### src/rtl/dma_seq_pkg.sv
package dma_seq_pkg;
  typedef enum logic [1:0] {
    AM_INC = 2'd0,
    AM_DEC = 2'd1,
    AM_FIX = 2'd2,
    AM_RSV = 2'd3
  } addr_mode_e;

  localparam int unsigned WCODE_W = 3;
  localparam int unsigned BCODE_W = 4;
endpackage

### src/rtl/dma_addr_step.sv
module dma_addr_step
  import dma_seq_pkg::*;
#(
  parameter int unsigned ADDR_W = 40
) (
  input  logic               clk_i,
  input  logic               rst_ni,
  input  logic               load_i,
  input  logic [ADDR_W-1:0]  start_i,
  input  logic [1:0]         mode_i,
  input  logic [WCODE_W-1:0] width_i,
  input  logic               step_i,
  output logic [ADDR_W-1:0]  addr_o
);
  localparam int unsigned LO_W = (ADDR_W > 32) ? 32 : ADDR_W;
  localparam int unsigned HI_W = (ADDR_W > 32) ? ADDR_W - 32 : 1;

  addr_mode_e         mode_q;
  logic [WCODE_W-1:0] width_q;
  logic [ADDR_W-1:0]  step_bytes, next_addr;

  always_ff @(posedge clk_i or negedge rst_ni) begin
    if (!rst_ni) begin
      mode_q  <= AM_INC;
      width_q <= '0;
    end else if (load_i) begin
      mode_q  <= addr_mode_e'(mode_i);
      width_q <= width_i;
    end
  end

  always_comb begin
    step_bytes = ADDR_W'(1) << width_q;
    unique case (mode_q)
      AM_INC:  next_addr = addr_o + step_bytes;
      AM_DEC:  next_addr = addr_o - step_bytes;
      default: next_addr = addr_o;
    endcase
  end

  // split storage: upper half only exists for wide address spaces
  generate
    if (ADDR_W > 32) begin : g_split
      logic [LO_W-1:0] lo_q;
      logic [HI_W-1:0] hi_q;
      always_ff @(posedge clk_i or negedge rst_ni) begin
        if (!rst_ni) begin
          lo_q <= '0;
          hi_q <= '0;
        end else if (load_i) begin
          lo_q <= start_i[LO_W-1:0];
          hi_q <= start_i[ADDR_W-1:LO_W];
        end else if (step_i) begin
          lo_q <= next_addr[LO_W-1:0];
          hi_q <= next_addr[ADDR_W-1:LO_W];
        end
      end
      assign addr_o = {hi_q, lo_q};
    end else begin : g_flat
      logic [ADDR_W-1:0] a_q;
      always_ff @(posedge clk_i or negedge rst_ni) begin
        if (!rst_ni)      a_q <= '0;
        else if (load_i)  a_q <= start_i;
        else if (step_i)  a_q <= next_addr;
      end
      assign addr_o = a_q;
    end
  endgenerate

  assert_idle_hold_R4: assert property (@(posedge clk_i) disable iff (!rst_ni)
    (!load_i && !step_i) |=> $stable(addr_o));
  assert_fixed_hold_R2: assert property (@(posedge clk_i) disable iff (!rst_ni)
    (!load_i && step_i && (mode_q == AM_FIX || mode_q == AM_RSV)) |=> $stable(addr_o));
endmodule

### src/rtl/dma_beat_ctrl.sv
module dma_beat_ctrl
  import dma_seq_pkg::*;
#(
  parameter int unsigned CNT_W          = 16,
  parameter int unsigned MAX_BURST_CODE = 10
) (
  input  logic               clk_i,
  input  logic               rst_ni,
  input  logic               load_i,
  input  logic [BCODE_W-1:0] burst_code_i,
  input  logic [CNT_W-1:0]   size_i,
  input  logic               beat_i,
  input  logic               resume_i,
  input  logic               abort_i,
  output logic               load_ok_o,
  output logic               step_o,
  output logic [CNT_W-1:0]   count_o,
  output logic               busy_o,
  output logic               burst_req_o,
  output logic               done_o
);
  localparam int unsigned BCNT_W = MAX_BURST_CODE + 1;

  logic [CNT_W-1:0]   cnt_q;
  logic [BCNT_W-1:0]  bcnt_q;
  logic [BCODE_W-1:0] code_q;
  logic               busy_q, hold_q, done_q;
  logic               kill, last_beat, burst_end;

  assign kill      = abort_i && busy_q;
  assign load_ok_o = load_i && !busy_q && (size_i != '0);
  assign step_o    = busy_q && !hold_q && beat_i && !abort_i;
  assign last_beat = (cnt_q == CNT_W'(1));
  assign burst_end = (bcnt_q == ((BCNT_W'(1) << code_q) - BCNT_W'(1)));

  always_ff @(posedge clk_i or negedge rst_ni) begin
    if (!rst_ni) begin
      cnt_q  <= '0;
      bcnt_q <= '0;
      code_q <= '0;
      busy_q <= 1'b0;
      hold_q <= 1'b0;
      done_q <= 1'b0;
    end else begin
      done_q <= 1'b0;
      if (kill) begin
        busy_q <= 1'b0;
        hold_q <= 1'b0;
      end else if (load_ok_o) begin
        cnt_q  <= size_i;
        code_q <= burst_code_i;
        bcnt_q <= '0;
        busy_q <= 1'b1;
        hold_q <= 1'b0;
      end else if (hold_q) begin
        if (resume_i) hold_q <= 1'b0;
      end else if (step_o) begin
        cnt_q <= cnt_q - CNT_W'(1);
        if (last_beat) begin
          busy_q <= 1'b0;
          done_q <= 1'b1;
        end else if (burst_end) begin
          hold_q <= 1'b1;
          bcnt_q <= '0;
        end else begin
          bcnt_q <= bcnt_q + BCNT_W'(1);
        end
      end
    end
  end

  assign count_o     = cnt_q;
  assign busy_o      = busy_q;
  assign burst_req_o = hold_q;
  assign done_o      = done_q;

  assert_done_zero_R6: assert property (@(posedge clk_i) disable iff (!rst_ni)
    done_o |-> (count_o == '0 && !busy_o));
  assert_done_not_req_R6: assert property (@(posedge clk_i) disable iff (!rst_ni)
    !(done_o && burst_req_o));
  assert_abort_stop_R7: assert property (@(posedge clk_i) disable iff (!rst_ni)
    (abort_i && busy_o) |=> (!busy_o && !burst_req_o && !done_o && $stable(count_o)));
  assert_req_busy_R5: assert property (@(posedge clk_i) disable iff (!rst_ni)
    burst_req_o |-> busy_o);
  assert_hold_count_R5: assert property (@(posedge clk_i) disable iff (!rst_ni)
    (burst_req_o && !abort_i) |=> $stable(count_o));
endmodule

### src/rtl/dma_addr_seq.sv
module dma_addr_seq
  import dma_seq_pkg::*;
#(
  parameter int unsigned ADDR_W         = 40,
  parameter int unsigned CNT_W          = 16,
  parameter int unsigned MAX_BURST_CODE = 10
) (
  input  logic               clk_i,
  input  logic               rst_ni,
  input  logic               load_i,
  input  logic [ADDR_W-1:0]  src_start_i,
  input  logic [ADDR_W-1:0]  dst_start_i,
  input  logic [2:0]         src_width_i,
  input  logic [2:0]         dst_width_i,
  input  logic [1:0]         src_mode_i,
  input  logic [1:0]         dst_mode_i,
  input  logic [3:0]         burst_code_i,
  input  logic [CNT_W-1:0]   xfer_size_i,
  input  logic               beat_i,
  input  logic               resume_i,
  input  logic               abort_i,
  output logic [ADDR_W-1:0]  src_addr_o,
  output logic [ADDR_W-1:0]  dst_addr_o,
  output logic [CNT_W-1:0]   count_o,
  output logic               busy_o,
  output logic               burst_req_o,
  output logic               done_o
);
  logic load_ok, step;

  dma_beat_ctrl #(.CNT_W(CNT_W), .MAX_BURST_CODE(MAX_BURST_CODE)) u_ctrl (
    .clk_i, .rst_ni, .load_i,
    .burst_code_i, .size_i(xfer_size_i),
    .beat_i, .resume_i, .abort_i,
    .load_ok_o(load_ok), .step_o(step),
    .count_o, .busy_o, .burst_req_o, .done_o
  );

  dma_addr_step #(.ADDR_W(ADDR_W)) u_src (
    .clk_i, .rst_ni, .load_i(load_ok), .start_i(src_start_i),
    .mode_i(src_mode_i), .width_i(src_width_i), .step_i(step), .addr_o(src_addr_o)
  );

  dma_addr_step #(.ADDR_W(ADDR_W)) u_dst (
    .clk_i, .rst_ni, .load_i(load_ok), .start_i(dst_start_i),
    .mode_i(dst_mode_i), .width_i(dst_width_i), .step_i(step), .addr_o(dst_addr_o)
  );

  assert_load_R1: assert property (@(posedge clk_i) disable iff (!rst_ni)
    (load_i && !busy_o && xfer_size_i != '0) |=> (busy_o && count_o == $past(xfer_size_i)));
  assert_busy_load_R9: assert property (@(posedge clk_i) disable iff (!rst_ni)
    (load_i && busy_o && !beat_i && !abort_i) |=> ($stable(count_o) && $stable(src_addr_o)));
endmodule

### config.mk
export PLATFORM = sky130hd
export DESIGN_NAME = dma_addr_seq
export DESIGN_NICKNAME = d
export VERILOG_FILES = /design/src/rtl/dma_seq_pkg.sv /design/src/rtl/dma_addr_step.sv /design/src/rtl/dma_beat_ctrl.sv /design/src/rtl/dma_addr_seq.sv
export SDC_FILE = /design/constraint.sdc
export NUM_CORES = 1
export LEC_CHECK = 0
export ABC_AREA = 1
export BUFFER_PORTS_ARGS = -buffer_cell sky130_fd_sc_hd__buf_2
export CAP_MARGIN = 20
export CORE_MARGIN = 2
export CORE_UTILIZATION = 55
export CTS_CLUSTER_DIAMETER = 40
export CTS_CLUSTER_SIZE = 28
export DETAILED_ROUTE_END_ITERATION = 8
export GPL_TIMING_DRIVEN = 0
export MAX_ROUTING_LAYER = met4
export PLACE_DENSITY = 0.88
export SLEW_MARGIN = 5
export SYNTH_ARGS = -nofsm -noshare
export SYNTH_HDL_FRONTEND = slang
export SYNTH_SLANG_ARGS = --single-unit
### constraint.sdc
create_clock -name clk_i -period 3.35 [get_ports clk_i]
set_clock_uncertainty 0.1 [all_clocks]
set_input_delay 0.335 -clock clk_i [delete_from_list [all_inputs] [get_ports clk_i]]
set_output_delay 0.335 -clock clk_i [all_outputs]
set_load 0.01 [all_outputs]
# [Word-level counts from Yosys, hierarchy flattened]
# Cells that the tools add are included.
[word_totals] word_cells=90 reg_bits=124 input_bits=116
[op_classes] n_addsub=7 n_eq_ne=7 n_mux=35 n_bitwise=1 n_reduce_logical=23 n_shift=3
[op_table] op="40-bit one-hot mux with 2 select lines" n=2
[op_table] op="32-bit two-way mux" n=4
[op_table] op="40-bit adder" n=2
[op_table] op="1-bit by 3-bit << shifter with 40-bit output, first input constant" n=2
[op_table] op="40-bit subtractor" n=2
[op_table] op="11-bit two-way mux" n=5
[op_table] op="16-bit two-way mux" n=3
[op_table] op="8-bit two-way mux" n=4
[op_table] op="1-bit two-way mux" n=17
[op_table] op="16-bit by 1-bit == test with 1-bit output, second input constant" n=1
[op_table] op="16-bit nonzero test" n=1
[op_table] op="16-bit by 1-bit subtractor with 16-bit output, second input constant" n=1
[op_table] op="3-bit nonzero test" n=4
[op_table] op="11-bit by 1-bit adder with 11-bit output, second input constant" n=1
[op_table] op="11-bit == test" n=1
[op_table] op="1-bit by 4-bit << shifter with 11-bit output, first input constant" n=1
[op_table] op="11-bit by 1-bit subtractor with 11-bit output, second input constant" n=1
[op_table] op="1-bit logical AND" n=6
[op_table] op="2-bit AND reduction" n=3
[op_table] op="3-bit AND reduction" n=2
[op_table] op="2-bit by 1-bit == test with 1-bit output, second input constant" n=2
[op_table] op="2-bit zero test" n=2
[op_table] op="2-bit inequality test, second input constant" n=2
[op_table] op="4-bit AND reduction" n=1
[op_table] op="4 further kinds" n=6

# [Depth between registers and ports, before layout]
# Gate-level depths: netlist of run 1.
[depth] depth_word=9 mapped_depth=20 mapped_depth_nobuf=20

# [By module]
# From an unflattened synthesis of run 1, not the netlist that was laid out.
[hier_totals] cells_unflattened=1976 area_unflattened_um2=12121.6
[by_module_without_submodules] module="dma_addr_step (u_dst)" area_each_um2=4820.9 cells_each=796 instances=1
[by_module_without_submodules] module="dma_addr_step (u_src)" area_each_um2=4795.8 cells_each=801 instances=1
[by_module_without_submodules] module="dma_beat_ctrl" area_each_um2=2504.9 cells_each=379 instances=1

# [Worst setup path before layout of run 1]
# No wires, ideal clock.
[synth_path] path_type="register to register" startpoint="register u_dst.mode_q[1]" endpoint="register u_dst.g_split.hi_q[6]" period_less_slack_ps=2755 path_stages_with_launch=19 slack_ps=595 arrival_ps=2538 n_path_buf=0 cell_sequence="dfrtp_1 inv_1 nand2_1 inv_1 nand2_1 nand3_1 ha_1 nand2_1 nand3_1 nand2_1 nand2_1 nand2_1 nand3_1 nand2_1 nand2_1 nand2_1 nand3_1 nand2_1 nand2_1"
[synth_between] elab_chain_cells=4 word_cells_on_any_way=7
[synth_rtl] element="start, declared" line_no="dma_addr_step.sv:18" rtl="addr_mode_e mode_q;"
[synth_rtl] element="start signal, assigned" line_no="dma_addr_step.sv:27" rtl="mode_q <= addr_mode_e'(mode_i);"
[synth_rtl] element="2-bit by 1-bit == test with 1-bit output or 2-bit zero test (tied branches)" line_no="dma_addr_step.sv:34" rtl="unique case (mode_q)"
[synth_rtl] element="40-bit one-hot mux with 2 select lines" line_no="dma_addr_step.sv:34"
[synth_rtl] element="8-bit two-way mux" line_no="dma_addr_step.sv:53" rtl="end else if (step_i) begin"
[synth_rtl] element="8-bit two-way mux" line_no="dma_addr_step.sv:50" rtl="end else if (load_i) begin"
[synth_rtl] element="end signal, assigned" line_no="dma_addr_step.sv:52" rtl="hi_q <= start_i[ADDR_W-1:LO_W];"
[synth_rtl] element="end signal, assigned" line_no="dma_addr_step.sv:55" rtl="hi_q <= next_addr[ADDR_W-1:LO_W];"
[synth_rtl] element="end, declared" line_no="dma_addr_step.sv:45" rtl="logic [HI_W-1:0] hi_q;"
# Several ways; a longest one is shown, not always the timed one. The select of a mux whose other input is x is not followed.
# A chain may end at the register's enable or synchronous reset.

# [Worst setup path after layout of run 1]
[layout_path] startpoint="register u_dst.mode_q[1]" endpoint="register u_dst.g_split.lo_q[27]"
[layout_between] elab_chain_cells=4 word_cells_on_any_way=7
[layout_rtl] element="2-bit by 1-bit == test with 1-bit output or 2-bit zero test (tied branches)" line_no="dma_addr_step.sv:34"
[layout_rtl] element="40-bit one-hot mux with 2 select lines" line_no="dma_addr_step.sv:34"
[layout_rtl] element="32-bit two-way mux" line_no="dma_addr_step.sv:53"
[layout_rtl] element="32-bit two-way mux" line_no="dma_addr_step.sv:50"
[layout_rtl] element="end signal, assigned" line_no="dma_addr_step.sv:51" rtl="lo_q <= start_i[LO_W-1:0];"
[layout_rtl] element="end signal, assigned" line_no="dma_addr_step.sv:54" rtl="lo_q <= next_addr[LO_W-1:0];"
[layout_rtl] element="end, declared" line_no="dma_addr_step.sv:44" rtl="logic [LO_W-1:0] lo_q;"
# Several ways; a longest one is shown, not always the timed one. The select of a mux whose other input is x is not followed.

==> key figures, run 1 <==
Outcome
  – Status: finished with violations
  – Failing checks: hold timing

Power
  – PD cells: 866.9 nW/um2
  – Pleak: 8.772 nW
  – Peak supply drop: 473.3 uV
  – Tot Pwr: 0.01293 W

Finish
  – Post-route cell area: 14910 um2
  – Layout cells sized above 1: 12.95%
  – Area growth syn-to-layout: 17.48%
  – Layout Nets: 2621
  – Cell Count, Final, Fillers Out: 2719

Synth
  – Distinct cells, synth: 39
  – Netlist Area Pre-Place: 12690 um2
  – Post-synth top area share: 24.44%
  – Cells after Synth: 2180
  – Most area-hungry cell type in the Yosys netlist: dfrtp_1
  – Synthesized Nets: 2380
  – Warnings from Yosys: 0
  – #FFs+latches synth: 124
  – Async set-reset flop share out of synthesis: 100.0%
  – Mapped Avg Cell Area: 5.823 um2
  – Ys flop type: dfrtp_1
  – EDFF count, synth: 0
  – Main area contributors after synthesis: dfrtp_1 24%, nand2_1 24%, inv_1 11%
  – Post-synthesis sequential area ratio: 24.44%

CTS
  – Clock sinks: 124
  – Reg clk slew, reported paths: 0.07 ns
  – Clock tree buffer depth: 2
  – Worst skew pair latency: 0.44 ns
  – TritonCTS buffer count: 17
  – CTS tree: yes
  – H-tree lvl count: 4
  – Clk root buf: clkbuf_16

Drt
  – Post-route ant nets: 0
  – DR pass1 iterations: 5
  – Via count: 14810
  – DRC viols: 0
  – Vias per cell: 5.448
  – Drt initial violations: 1297
  – Routed wire length: 44.15 mm
  – Post-DR wirelength/cell: 16.24 um

Setup path
  – Slowest Stage Delay on Critical Path: 0.37 ns
  – Crit-path slowest cell: dfrtp_1
  – Reg2reg setup slack: 0.14 ns
  – Worst path cell trace: inv_1 > nand2_2 > clkinvlp_4 > buf_16 > nand2_1 > nand3_1 > ha_1 > nand2_1 > nor2_1 > o21ai_0 > nand2_1 > nand2_1 > nand2_1 > nand2_1 > nand3_1 > nand2_1 > o21bai_1 > nand2_1
  – Critical Path Source Type: flip-flop
  – CP most frequent cell: nand2_1
  – Crit Path Class: reg -> reg
  – Crit-path max FO: 18
  – WP buf/inv: 3
  – WP data arrival: 3.44 ns
  – CP top delay family: simple AND/OR/NAND/NOR gates
  – Critical path endpoint category: flip-flop
  – Worst endpoint required time: 3.58 ns

Timing
  – Max-slew violations: 0
  – Setup_tns: 0 ns
  – FMAX: 311.9 MHz
  – Period utilization: 95.69%
  – Final setup violation count: 0
  – Hold WS: -0.001480 ns
  – Rel. slew slack: 41.83%
  – Fin crit period: 3.206 ns
  – Measured slew at the worst slew-check pin: 0.8725 ns
  – Unrepaired setup endpoints after global routing: false
  – Final Hold Fails: 1

Placement
  – Final HPWL DP: 34.50 mm
  – Placed cell area: 14210 um2
  – IO buf count: 214
  – Placed cell count: 2682
  – Placer congestion estimate: 1.014

Floorplan
  – Row count: 55
  – Die ar.: 24310 um2
  – Die height: 155.9 um
  – Core area: 22640 um2
  – Starting Density: 56.07%
  – Die width: 155.9 um
  – Top Ports: 215

Global route
  – GRT overflow: 0
  – Global-route wire length before repair: 69.17 mm
  – Pin count of the biggest net entering global routing: 92
  – Total Routing Usage GR: 37.40%
  – Antenna violations before repair: 1
  – Vias in the first global route: 13990

Flow run
  – Max_cap viols: 0

Hold path
  – Hold WC Path Type: in -> reg
power by group:
group | internal [W] | leakage, nW | total (W) | switching (W)
clock network | 0.00129 | 0.307 | 0.00208 | 0.000792
logic | 0.00286 | 6.94 | 0.00816 | 0.00530
registers | 0.00206 | 1.52 | 0.00269 | 0.000621
sequential cells by signal (all words and copies together), names as in the netlist, 2 cells and up:
register            flops
u_ctrl.bcnt_q          11
u_ctrl.code_q           4
u_ctrl.count_o         16
u_dst.g_split.hi_q      8
u_dst.g_split.lo_q     32
u_dst.mode_q            2
u_dst.width_q           3
u_src.g_split.hi_q      8
u_src.g_split.lo_q     32
u_src.mode_q            2
u_src.width_q           3
cell usage in the layout (no fill, tap or decap), types with 10 or more instances in the layout:
cell type	synthesis	routed
dfrtp_1	124	124
nand2_1	800	798
clkbuf_1	13	13
ha_1	82	82
xor2_1	36	36
a21oi_1	79	79
buf_4	9	11
nor3_1	22	22
nand4_1	15	15
inv_1	360	358
o21ai_0	129	129
nand2_2	8	10
clkbuf_16	0	17
o21ai_1	25	25
nand3_1	142	141
xnor2_1	13	13
buf_2	18	231
o211ai_1	13	13
nor2_1	228	228
cells by family after synthesis:
| group | synth area share, % |
|---|---|
| fa+ha+maj | 8.397 |
| simple gates | 39.28 |
| xor+xnor | 3.381 |
| flops | 24.44 |
| mux | 0.07885 |
| compound gates | 11.71 |
| buf+inv | 12.71 |
worst paths after layout:
| check | from | endpoint | depth (start not counted) |
|---|---|---|---|
| setup reg to reg | u_dst.mode_q[1]$_DFFE_PN0P_ | u_dst.g_split.lo_q[27]$_DFFE_PN0P_ | 18 |
| min in group asynchronous | rst_ni | u_src.g_split.lo_q[5]$_DFFE_PN0P_ | 2 |
| setup / recovery | u_dst.mode_q[1]$_DFFE_PN0P_ | u_dst.g_split.lo_q[27]$_DFFE_PN0P_ | 18 |
| hold reg to reg | u_src.mode_q[0]$_DFFE_PN0P_ | u_src.mode_q[0]$_DFFE_PN0P_ | 2 |
| hold / removal | burst_code_i[0] | u_ctrl.code_q[0]$_DFFE_PN0P_ | 3 |
| max in group asynchronous | rst_ni | u_src.g_split.lo_q[16]$_DFFE_PN0P_ | 3 |
synthesized netlist by cell type (15+ instances only):
| cell | instances |
|---|---|
| nor3_1 | 22 |
| ha_1 | 82 |
| o21ai_0 | 129 |
| o21ai_1 | 25 |
| buf_2 | 18 |
| a21oi_1 | 79 |
| nand2_1 | 800 |
| nor2_1 | 228 |
| nand4_1 | 15 |
| inv_1 | 360 |
| nand3_1 | 142 |
| dfrtp_1 | 124 |
| xor2_1 | 36 |
per-layer routing:
| layer | vias up | wire length (um) | GRT usage [%] |
|---|---|---|---|
| met5 | - | 0 | - |
| met4 | 0 | 2667 | 19.79 |
| met3 | 160 | 3430 | 5.417 |
| met2 | 709 | 19860 | 60.26 |
| met1 | 6643 | 18180 | 45.60 |
| li1 | 7301 | - | - |
worst register-to-register path: stages (launching register included):
cell and delay, ns:
dfrtp_1 0.37, inv_1 0.08, nand2_2 0.20, clkinvlp_4 0.19, buf_16 0.19, nand2_1 0.09, nand3_1 0.10, ha_1 0.37
nand2_1 0.12, nor2_1 0.20, o21ai_0 0.11, nand2_1 0.21, nand2_1 0.09, nand2_1 0.18, nand2_1 0.14, nand3_1 0.11
nand2_1 0.05, o21bai_1 0.13, nand2_1 0.07
area by class of cell:
| cell class | instances | area (um2) |
|---|---|---|
| sequential | 124 | 3103 |
| timing repair buffer | 222 | 1205 |
| antenna | 1 | 2.502 |
| buffer | 43 | 240.2 |
| clock inverter | 12 | 183.9 |
| fill | 2134 | 7727 |
| tap | 285 | 356.6 |
| inverter | 366 | 1381 |
| clock buffer | 19 | 452.9 |
| multi-input combinational | 1647 | 7988 |
what timing repair did:
action                                 4_1_cts  5_1_grt
setup endpoints to repair                   24       21
endpoints found under the hold margin       35        0
gates resized for setup                      2        3
hold buffers                                 3        0
gates cloned                                 0        0
buffers inserted                             2        0
per-stage QoR:
| stage | utilization (%) | setup WS [ns] |
|---|---|---|
| after detailed placement | 62.77 | -0.2727 |
| after CTS | 65.81 | 0.01074 |
| after global routing | 65.87 | 0.01647 |
| after floorplan | - | 0.5953 |
| after global placement | 62.38 | -0.4588 |
| final | 65.87 | 0.1443 |
No activity file was read; power rests on OpenSTA's default activity.
==> run 2: changes to the inputs <==
--- a/config.mk
+++ b/config.mk
@@ -5,17 +5,16 @@
 export SDC_FILE = /design/constraint.sdc
 export NUM_CORES = 1
 export LEC_CHECK = 0
-export ABC_AREA = 1
 export BUFFER_PORTS_ARGS = -buffer_cell sky130_fd_sc_hd__buf_2
 export CAP_MARGIN = 20
+export CORE_ASPECT_RATIO = 1.1
 export CORE_MARGIN = 2
 export CORE_UTILIZATION = 55
 export CTS_CLUSTER_DIAMETER = 40
-export CTS_CLUSTER_SIZE = 28
 export DETAILED_ROUTE_END_ITERATION = 8
 export GPL_TIMING_DRIVEN = 0
 export MAX_ROUTING_LAYER = met4
-export PLACE_DENSITY = 0.88
+export PLACE_DENSITY = 0.9
 export SLEW_MARGIN = 5
 export SYNTH_ARGS = -nofsm -noshare
 export SYNTH_HDL_FRONTEND = slang
==> run 2 against run 1 <==
  * The flow finishes with violations (hold timing, setup timing)
  * Power down 12%
  * Wire length is 7.7% lower
  * Cell count down 30%
  * Critical path type unchanged
  * Critical endpoint is now u_src.g_split.hi_q[7]$_DFFE_PN0P_
  * Highest routed layer unchanged
==> key figures, run 2 <==
Setup path
  – Worst endpoint required time: 3.57 ns (about the same)
  – Crit-path max FO: 5 (-13)
  – WP data arrival: 3.82 ns (+0.38 ns)
  – Critical path endpoint category: flip-flop
  – Reg2reg setup slack: -0.25 ns (-0.39 ns)
  – Slowest Stage Delay on Critical Path: 0.52 ns (+0.15 ns)
  – Crit Path Class: reg -> reg
  – Worst reg2reg path startpoint: u_src.width_q[2]$_DFFE_PN0P_
  – CP endpoint: u_src.g_split.hi_q[7]$_DFFE_PN0P_
  – Critical Path Source Type: flip-flop
  – Worst r2r path cells: 15 (-3)
  – Worst setup path startpoint: u_src.width_q[2]$_DFFE_PN0P_
  – Worst path cell trace: buf_4 > clkbuf_16 > buf_4 > a21o_1 > ha_4 > o21ai_4 > a21oi_2 > or4_4 > a21oi_4 > a21oi_4 > o31ai_4 > o21ai_2 > o21a_1 > o211a_1 > o221a_1
  – Critical R2R Capture: u_src.g_split.hi_q[7]$_DFFE_PN0P_
  – Crit-path slowest cell: or4_4

Timing
  – Rel. slew slack: 37.56% (-4.3 points)
  – FMAX: 277.9 MHz (-11%)
  – Measured slew at the worst slew-check pin: 0.9365 ns (+0.06404 ns)
  – Final setup violation count: 26 (+26)
  – Max-slew violations: 0 (unchanged)
  – Unrepaired setup endpoints after global routing: true
  – Final Hold Fails: 3 (+2)
  – Hold WS: -0.002454 ns (-0.0009735 ns)
  – Fin crit period: 3.599 ns (+0.3929 ns)
  – Worst setup margin: -0.2485 ns (-0.3929 ns)
  – Period utilization: 107.4% (+12 points)

Finish
  – Most frequent cells in the layout: 218 x buf_2, 164 x nand2_1, 135 x a21oi_1, 117 x dfrtp_1, 109 x nor2_1
  – Commonest non-fill, non-tap cell in the layout: buf_2
  – Fillers: 1218 (-43%)
  – Core Util, Final: 77.08% (+11 points)
  – Area growth syn-to-layout: 37.54%
  – Layout Nets: 1847 (-30%)
  – Layout cells sized above 1: 31.51% (+19 points)

Global route
  – Global-route wire length before repair: 57.63 mm (-17%)
  – Antenna violations before repair: 1 (unchanged)
  – Pin count of the biggest net entering global routing: 89 (-3.3%)
  – GRT overflow: 0 (unchanged)
  – Vias in the first global route: 11440 (-18%)
  – Total Routing Usage GR: 37.80% (+0.40 points)

Floorplan
  – Die ar.: 19870 um2 (-18%)
  – Core area: 18410 um2 (-19%)
  – Top Ports: 215 (unchanged)
  – Die width: 134.6 um (-14%)
  – Starting Density: 56.04% (about the same)
  – Die height: 147.7 um (-5.3%)
  – Row count: 52 (-5.5%)

Placement
  – Final HPWL DP: 26.09 mm (-24%)
  – Post-Place Setup Slack: -0.9632 ns (-0.6905 ns)
  – IO buf count: 214 (unchanged)
  – Placer congestion estimate: 0.9590 (-5.4%)

Synth
  – Mapped Avg Cell Area: 7.829 um2 (+34%)
  – Main area contributors after synthesis: dfrtp_1 30%, ha_1 9.9%, a21oi_1 7.6%
  – Async set-reset flop share out of synthesis: 100.0% (unchanged)
  – EDFF count, synth: 0 (unchanged)
  – Top-count cell post-synth: nand2_1
  – Distinct cells, synth: 78 (+100%)
  – Synthesized Nets: 1518 (-36%)
  – Warnings from Yosys: 0 (unchanged)
  – #FFs+latches synth: 124 (unchanged)
  – Most area-hungry cell type in the Yosys netlist: dfrtp_1
  – Cells after Synth: 1318 (-40%)
  – Post-synthesis sequential area ratio: 30.07% (+5.6 points)
  – Synth cell count leaders: 172 x nand2_1, 157 x a21oi_1, 124 x dfrtp_1, 115 x nor2_1, 112 x o21ai_0
  – Post-synth top area share: 30.07% (+5.6 points)
  – Netlist Area Pre-Place: 10320 um2 (-19%)
  – Ys flop type: dfrtp_1

CTS
  – TritonCTS buffer count: 17 (unchanged)
  – CTS tree: yes
  – Worst skew pair latency: 0.44 ns (about the same)
  – H-tree lvl count: 4 (unchanged)
  – Reg clk slew, reported paths: 0.06 ns (about the same)
  – Clock sinks: 124 (unchanged)
  – Clk root buf: clkbuf_16
  – Clock tree buffer depth: 2 (unchanged)

Drt
  – Post-route ant nets: 0 (unchanged)
  – DR pass1 iterations: 6 (+1)
  – Routed wire length: 40.74 mm (-7.7%)
  – Post-DR wirelength/cell: 21.39 um (+32%)
  – DRC viols: 0 (unchanged)
  – Drt initial violations: 1215 (-6.3%)
  – Vias per cell: 6.510 (+19%)
  – Via count: 12400 (-16%)

Flow run
  – Max_cap viols: 0 (unchanged)

Power
  – PD cells: 801.7 nW/um2 (-7.5%)
  – Tot Pwr: 0.01138 W (-12%)
  – Peak supply drop: 524.0 uV (+11%)
  – Pleak: 6.517 nW (-26%)

Outcome
  – Status: finished with violations
  – Failing checks: hold timing, setup timing

Hold path
  – Hold WC Path Type: in -> reg
[run 2: worst min path at each step]
stage                                            from                                 end  depth (start not counted)
after floorplan                                rst_ni        u_ctrl.bcnt_q[0]$_DFFE_PN0P_                          0
after global placement    u_dst.mode_q[0]$_DFFE_PN0P_         u_dst.mode_q[0]$_DFFE_PN0P_                          2
after detailed placement                       rst_ni  u_src.g_split.lo_q[29]$_DFFE_PN0P_                          1
after CTS                             dst_start_i[16]  u_dst.g_split.lo_q[16]$_DFFE_PN0P_                          3
after global routing                  src_start_i[18]  u_src.g_split.lo_q[18]$_DFFE_PN0P_                          3
final                                  src_start_i[7]   u_src.g_split.lo_q[7]$_DFFE_PN0P_                          3
[run 2: what timing repair did]
item | in CTS | in global routing
hold buffers | 5 | 0
endpoints found under the hold margin | 40 | 0
gates resized for setup | 90 | 147
endpoints found under the setup margin | 71 | 42
gates cloned | 4 | 5
setup buffers | 46 | 48
pin swaps | 29 | 96
[run 2: per-stage QoR]
step	setup TNS [ns]	instances	instance area, um2
3_5_place_dp	-32.72	1776	11820
6_report	-2.899	1905	14190
3_3_place_gp	-28.41	1775	11790
5_1_grt	-6.079	1904	14190
2_1_floorplan	-1.728	1318	10410
4_1_cts	-0.05186	1855	13180
[run 2: power by group]
part	switching [W]	internal, W
sequential	0.000508	0.00188
combinational	0.00405	0.00318
clock	0.000745	0.00101
[run 2: layout make-up]
class                      instances  area (um2)  share of cell area [%]
clock buffer                      19       432.9                   3.050
multi-input combinational       1091        7765                   54.71
tap                              243       304.0                   2.142
timing repair buffer             316        2003                   14.11
buffer                            61       314.1                   2.213
clock inverter                    13       102.6                  0.7229
timing repair inverter             3       22.52                  0.1587
sequential                       124        3112                   21.93
antenna                            2       5.005                 0.03526
inverter                          33       131.4                  0.9257
[run 2: kinds of logic after synthesis]
family,after synthesis,synth area share [%]
XOR/XNOR,76,6.451
multiplexers,4,0.4001
flip-flops,124,30.07
AND/OR/NAND/NOR,468,21.50
adder cells (fa/ha/maj),84,10.33
AO/OA/AOI/OAI,458,27.33
buffers and inverters,104,3.917
[run 2: critical path: cells and delay by family (launching register included)]
kind	cells	cell delay (ns)
DFF	1	0.43
buffers and inverters	3	0.43
adders and majority gates	1	0.24
and+or+nand+nor	1	0.52
AOI/OAI and AO/OA	10	1.76
[run 2: layer usage]
layer  track usage [%]  part of all wire (%)  routed length [um]  vias up
met5                 -                     0                   0        -
met3             6.139                    10                4232      228
li1                  -                     -                   -     5455
met4             21.74                   6.9                2824        0
met2             60.26                    47               18960      900
met1             45.42                    36               14730     5818
==> run 3: changes to the inputs <==
--- a/config.mk
+++ b/config.mk
@@ -9,13 +9,15 @@
 export CAP_MARGIN = 20
 export CORE_ASPECT_RATIO = 1.1
 export CORE_MARGIN = 2
-export CORE_UTILIZATION = 55
+export CORE_UTILIZATION = 45
 export CTS_CLUSTER_DIAMETER = 40
 export DETAILED_ROUTE_END_ITERATION = 8
 export GPL_TIMING_DRIVEN = 0
 export MAX_ROUTING_LAYER = met4
-export PLACE_DENSITY = 0.9
+export PLACE_DENSITY = 0.78
+export SKIP_LAST_GASP = 1
 export SLEW_MARGIN = 5
 export SYNTH_ARGS = -nofsm -noshare
 export SYNTH_HDL_FRONTEND = slang
 export SYNTH_SLANG_ARGS = --single-unit
+export TNS_END_PERCENT = 20
==> run 3 against run 2 <==
  * The run ends with setup timing left
  * Global-route usage shrank 7.4 points
  * Sequential share of layout area increased by 1.3 points
  * Critical endpoint is now u_dst.g_split.hi_q[1]$_DFFE_PN0P_
  * Via count fell by 7.2%
  * Largest cell class unchanged
  * Cell count increased by 0.21%
  * Worst setup slack improved by 0.10 ns
  * Sequential power down 2%
==> key figures, run 3 (same netlist as run 2, synthesis figures left out) <==
Floorplan
  – Row count: 58 (+12%)
  – Core area: 22710 um2 (+23%)
  – Starting Density: 45.43% (-11 points)
  – Die height: 162.8 um (+10%)
  – Die ar.: 24160 um2 (+22%)
  – Die width: 148.4 um (+10%)
  – Top Ports: 215 (unchanged)

Placement
  – IO buf count: 214 (unchanged)
  – Final HPWL DP: 26.19 mm (+0.39%)
  – Placer congestion estimate: 0.9594 (about the same)
  – Post-Place Setup Slack: -1.019 ns (-0.05541 ns)
  – Placed cell area: 11890 um2 (+0.60%)

Finish
  – Most frequent cells in the layout: 221 x buf_2, 168 x nand2_1, 150 x a21oi_1, 121 x dfrtp_1, 113 x nor2_1
  – Layout Nets: 1795 (-2.8%)
  – Layout cells sized above 1: 25.19% (-6.3 points)
  – Area growth syn-to-layout: 29.38%
  – Commonest non-fill, non-tap cell in the layout: buf_2
  – Core Util, Final: 58.77% (-18 points)
  – Post-route cell area: 13350 um2 (-5.9%)

CTS
  – Clk root buf: clkbuf_16
  – Worst skew pair latency: 0.43 ns (about the same)
  – Clock tree buffer depth: 2 (unchanged)
  – CTS tree: yes
  – H-tree lvl count: 4 (unchanged)
  – Clock sinks: 124 (unchanged)
  – TritonCTS buffer count: 17 (unchanged)
  – Reg clk slew, reported paths: 0.06 ns (about the same)

Flow run
  – Max_cap viols: 0 (unchanged)

Drt
  – Vias per cell: 6.029 (-7.4%)
  – Routed wire length: 37.17 mm (-8.8%)
  – Post-DR wirelength/cell: 19.47 um (-9.0%)
  – DRC viols: 0 (unchanged)
  – DR pass1 iterations: 5 (-1)
  – Via count: 11510 (-7.2%)
  – Drt initial violations: 873 (-28%)
  – Post-route ant nets: 0 (unchanged)

Power
  – Combinational share of power: 58.1% (-5.5 points)
  – Switch share: 44.26% (-2.4 points)
  – PD cells: 784.9 nW/um2 (-2.1%)
  – Cell Int Power: 0.005841 W (-3.8%)
  – Pleak: 6.177 nW (-5.2%)
  – Peak supply drop: 375.8 uV (-28%)
  – Sw power: 0.004637 W (-13%)
  – Clock power frac: 19.6% (+4.2 points)
  – Tot Pwr: 0.01048 W (-7.9%)
  – Flop pwr share: 22.3% (+1.3 points)

Timing
  – Final Hold Fails: 0 (-3)
  – Rel. slew slack: 32.27% (-5.3 points)
  – Worst setup margin: -0.1481 ns (+0.1005 ns)
  – Period utilization: 104.4% (-3.0 points)
  – Measured slew at the worst slew-check pin: 1.012 ns (+0.07573 ns)
  – Unrepaired setup endpoints after global routing: true
  – Fin crit period: 3.498 ns (-0.1005 ns)
  – Max-slew violations: 0 (unchanged)
  – Hold WS: 0.006321 ns (+0.008775 ns)
  – Final setup violation count: 22 (-15%)
  – FMAX: 285.9 MHz (+2.9%)

Global route
  – Vias in the first global route: 10820 (-5.5%)
  – Pin count of the biggest net entering global routing: 92 (+3.4%)
  – Total Routing Usage GR: 30.43% (-7.4 points)
  – Global-route wire length before repair: 56.35 mm (-2.2%)
  – GRT overflow: 0 (unchanged)
  – Antenna violations before repair: 0 (-1)

Setup path
  – Worst endpoint required time: 3.53 ns (-0.04 ns)
  – Critical path endpoint category: flip-flop
  – Crit Path Class: reg -> reg
  – WP data arrival: 3.67 ns (-0.15 ns)
  – Crit-path max FO: 13 (+8)
  – Critical Path Source Type: flip-flop

Hold path
  – Hold WC Path Type: in -> reg

Outcome
  – Status: finished with violations
  – Failing checks: setup timing
[run 3: worst max-delay path, cell delays in order (launching register included)]
cell	delay [ns]
dfrtp_1	0.39
nand2b_1	0.12
buf_8	0.14
clkinvlp_4	0.10
buf_12	0.16
ha_1	0.35
a21oi_2	0.23
o21ai_1	0.14
a31oi_1	0.34
o31ai_4	0.16
a21oi_2	0.25
o21ai_0	0.17
and2_1	0.21
a41oi_1	0.25
xor2_1	0.16
o21ai_0	0.10
[run 3: timing repair]
action	CTS	global route
hold buffers	2	0
endpoints found under the setup margin	71	52
pin swaps	26	31
resized for setup	61	54
gates cloned	5	2
hold endpoints to repair	34	0
setup buffers	21	20
[run 3: routing by layer]
layer | global-route usage (%) | part of all wire, % | up-vias
met4 | 14.37 | 4.7 | 0
met1 | 37.31 | 40 | 5466
met3 | 4.846 | 8.3 | 121
met5 | - | 0 | -
li1 | - | - | 5357
met2 | 49.24 | 47 | 566
[run 3: path summary, 6_finish.rpt]
check | start | end | slack [ns] | cells past startpoint
max in group asynchronous | rst_ni | u_src.width_q[0]$_DFFE_PN0P_ | 2.07 | 3
min in group asynchronous | rst_ni | u_dst.g_split.lo_q[14]$_DFFE_PN0P_ | 0.28 | 2
max | u_dst.mode_q[0]$_DFFE_PN0P_ | u_dst.g_split.hi_q[1]$_DFFE_PN0P_ | -0.15 | 15
min reg2reg | u_src.mode_q[0]$_DFFE_PN0P_ | u_src.mode_q[0]$_DFFE_PN0P_ | 0.44 | 2
min | dst_width_i[2] | u_dst.width_q[2]$_DFFE_PN0P_ | 0.006 | 3
max reg2reg | u_dst.mode_q[0]$_DFFE_PN0P_ | u_dst.g_split.hi_q[1]$_DFFE_PN0P_ | -0.15 | 15
[run 3: final cells by class]
type / count / area, um2
clock buffer: 27 / 513.0
sequential: 124 / 3107
antenna: 1 / 2.502
clock inverter: 5 / 127.6
inverter: 33 / 131.4
buffer: 64 / 301.5
timing repair inverter: 4 / 27.53
fill: 2035 / 9364
multi-input combinational: 1091 / 7278
timing repair buffer: 260 / 1486
tap: 300 / 375.4
[run 3: metrics by stage]
step	instances	setup TNS, ns
after floorplan	1318	-1.728
after global placement	1832	-30.02
after detailed placement	1833	-32.68
after CTS	1888	-2.773
after global routing	1908	-6.588
final	1909	-1.579
[run 3: power groups by stage]
stage	logic [W]	clock network [W]	registers, W
2_1_floorplan	0.00372	0	0.00237
3_3_place_gp	0.00509	0	0.00231
3_5_place_dp	0.00521	0	0.00231
4_1_cts	0.00567	0.00207	0.00232
5_1_grt	0.00662	0.00214	0.00239
6_report	0.00609	0.00205	0.00234
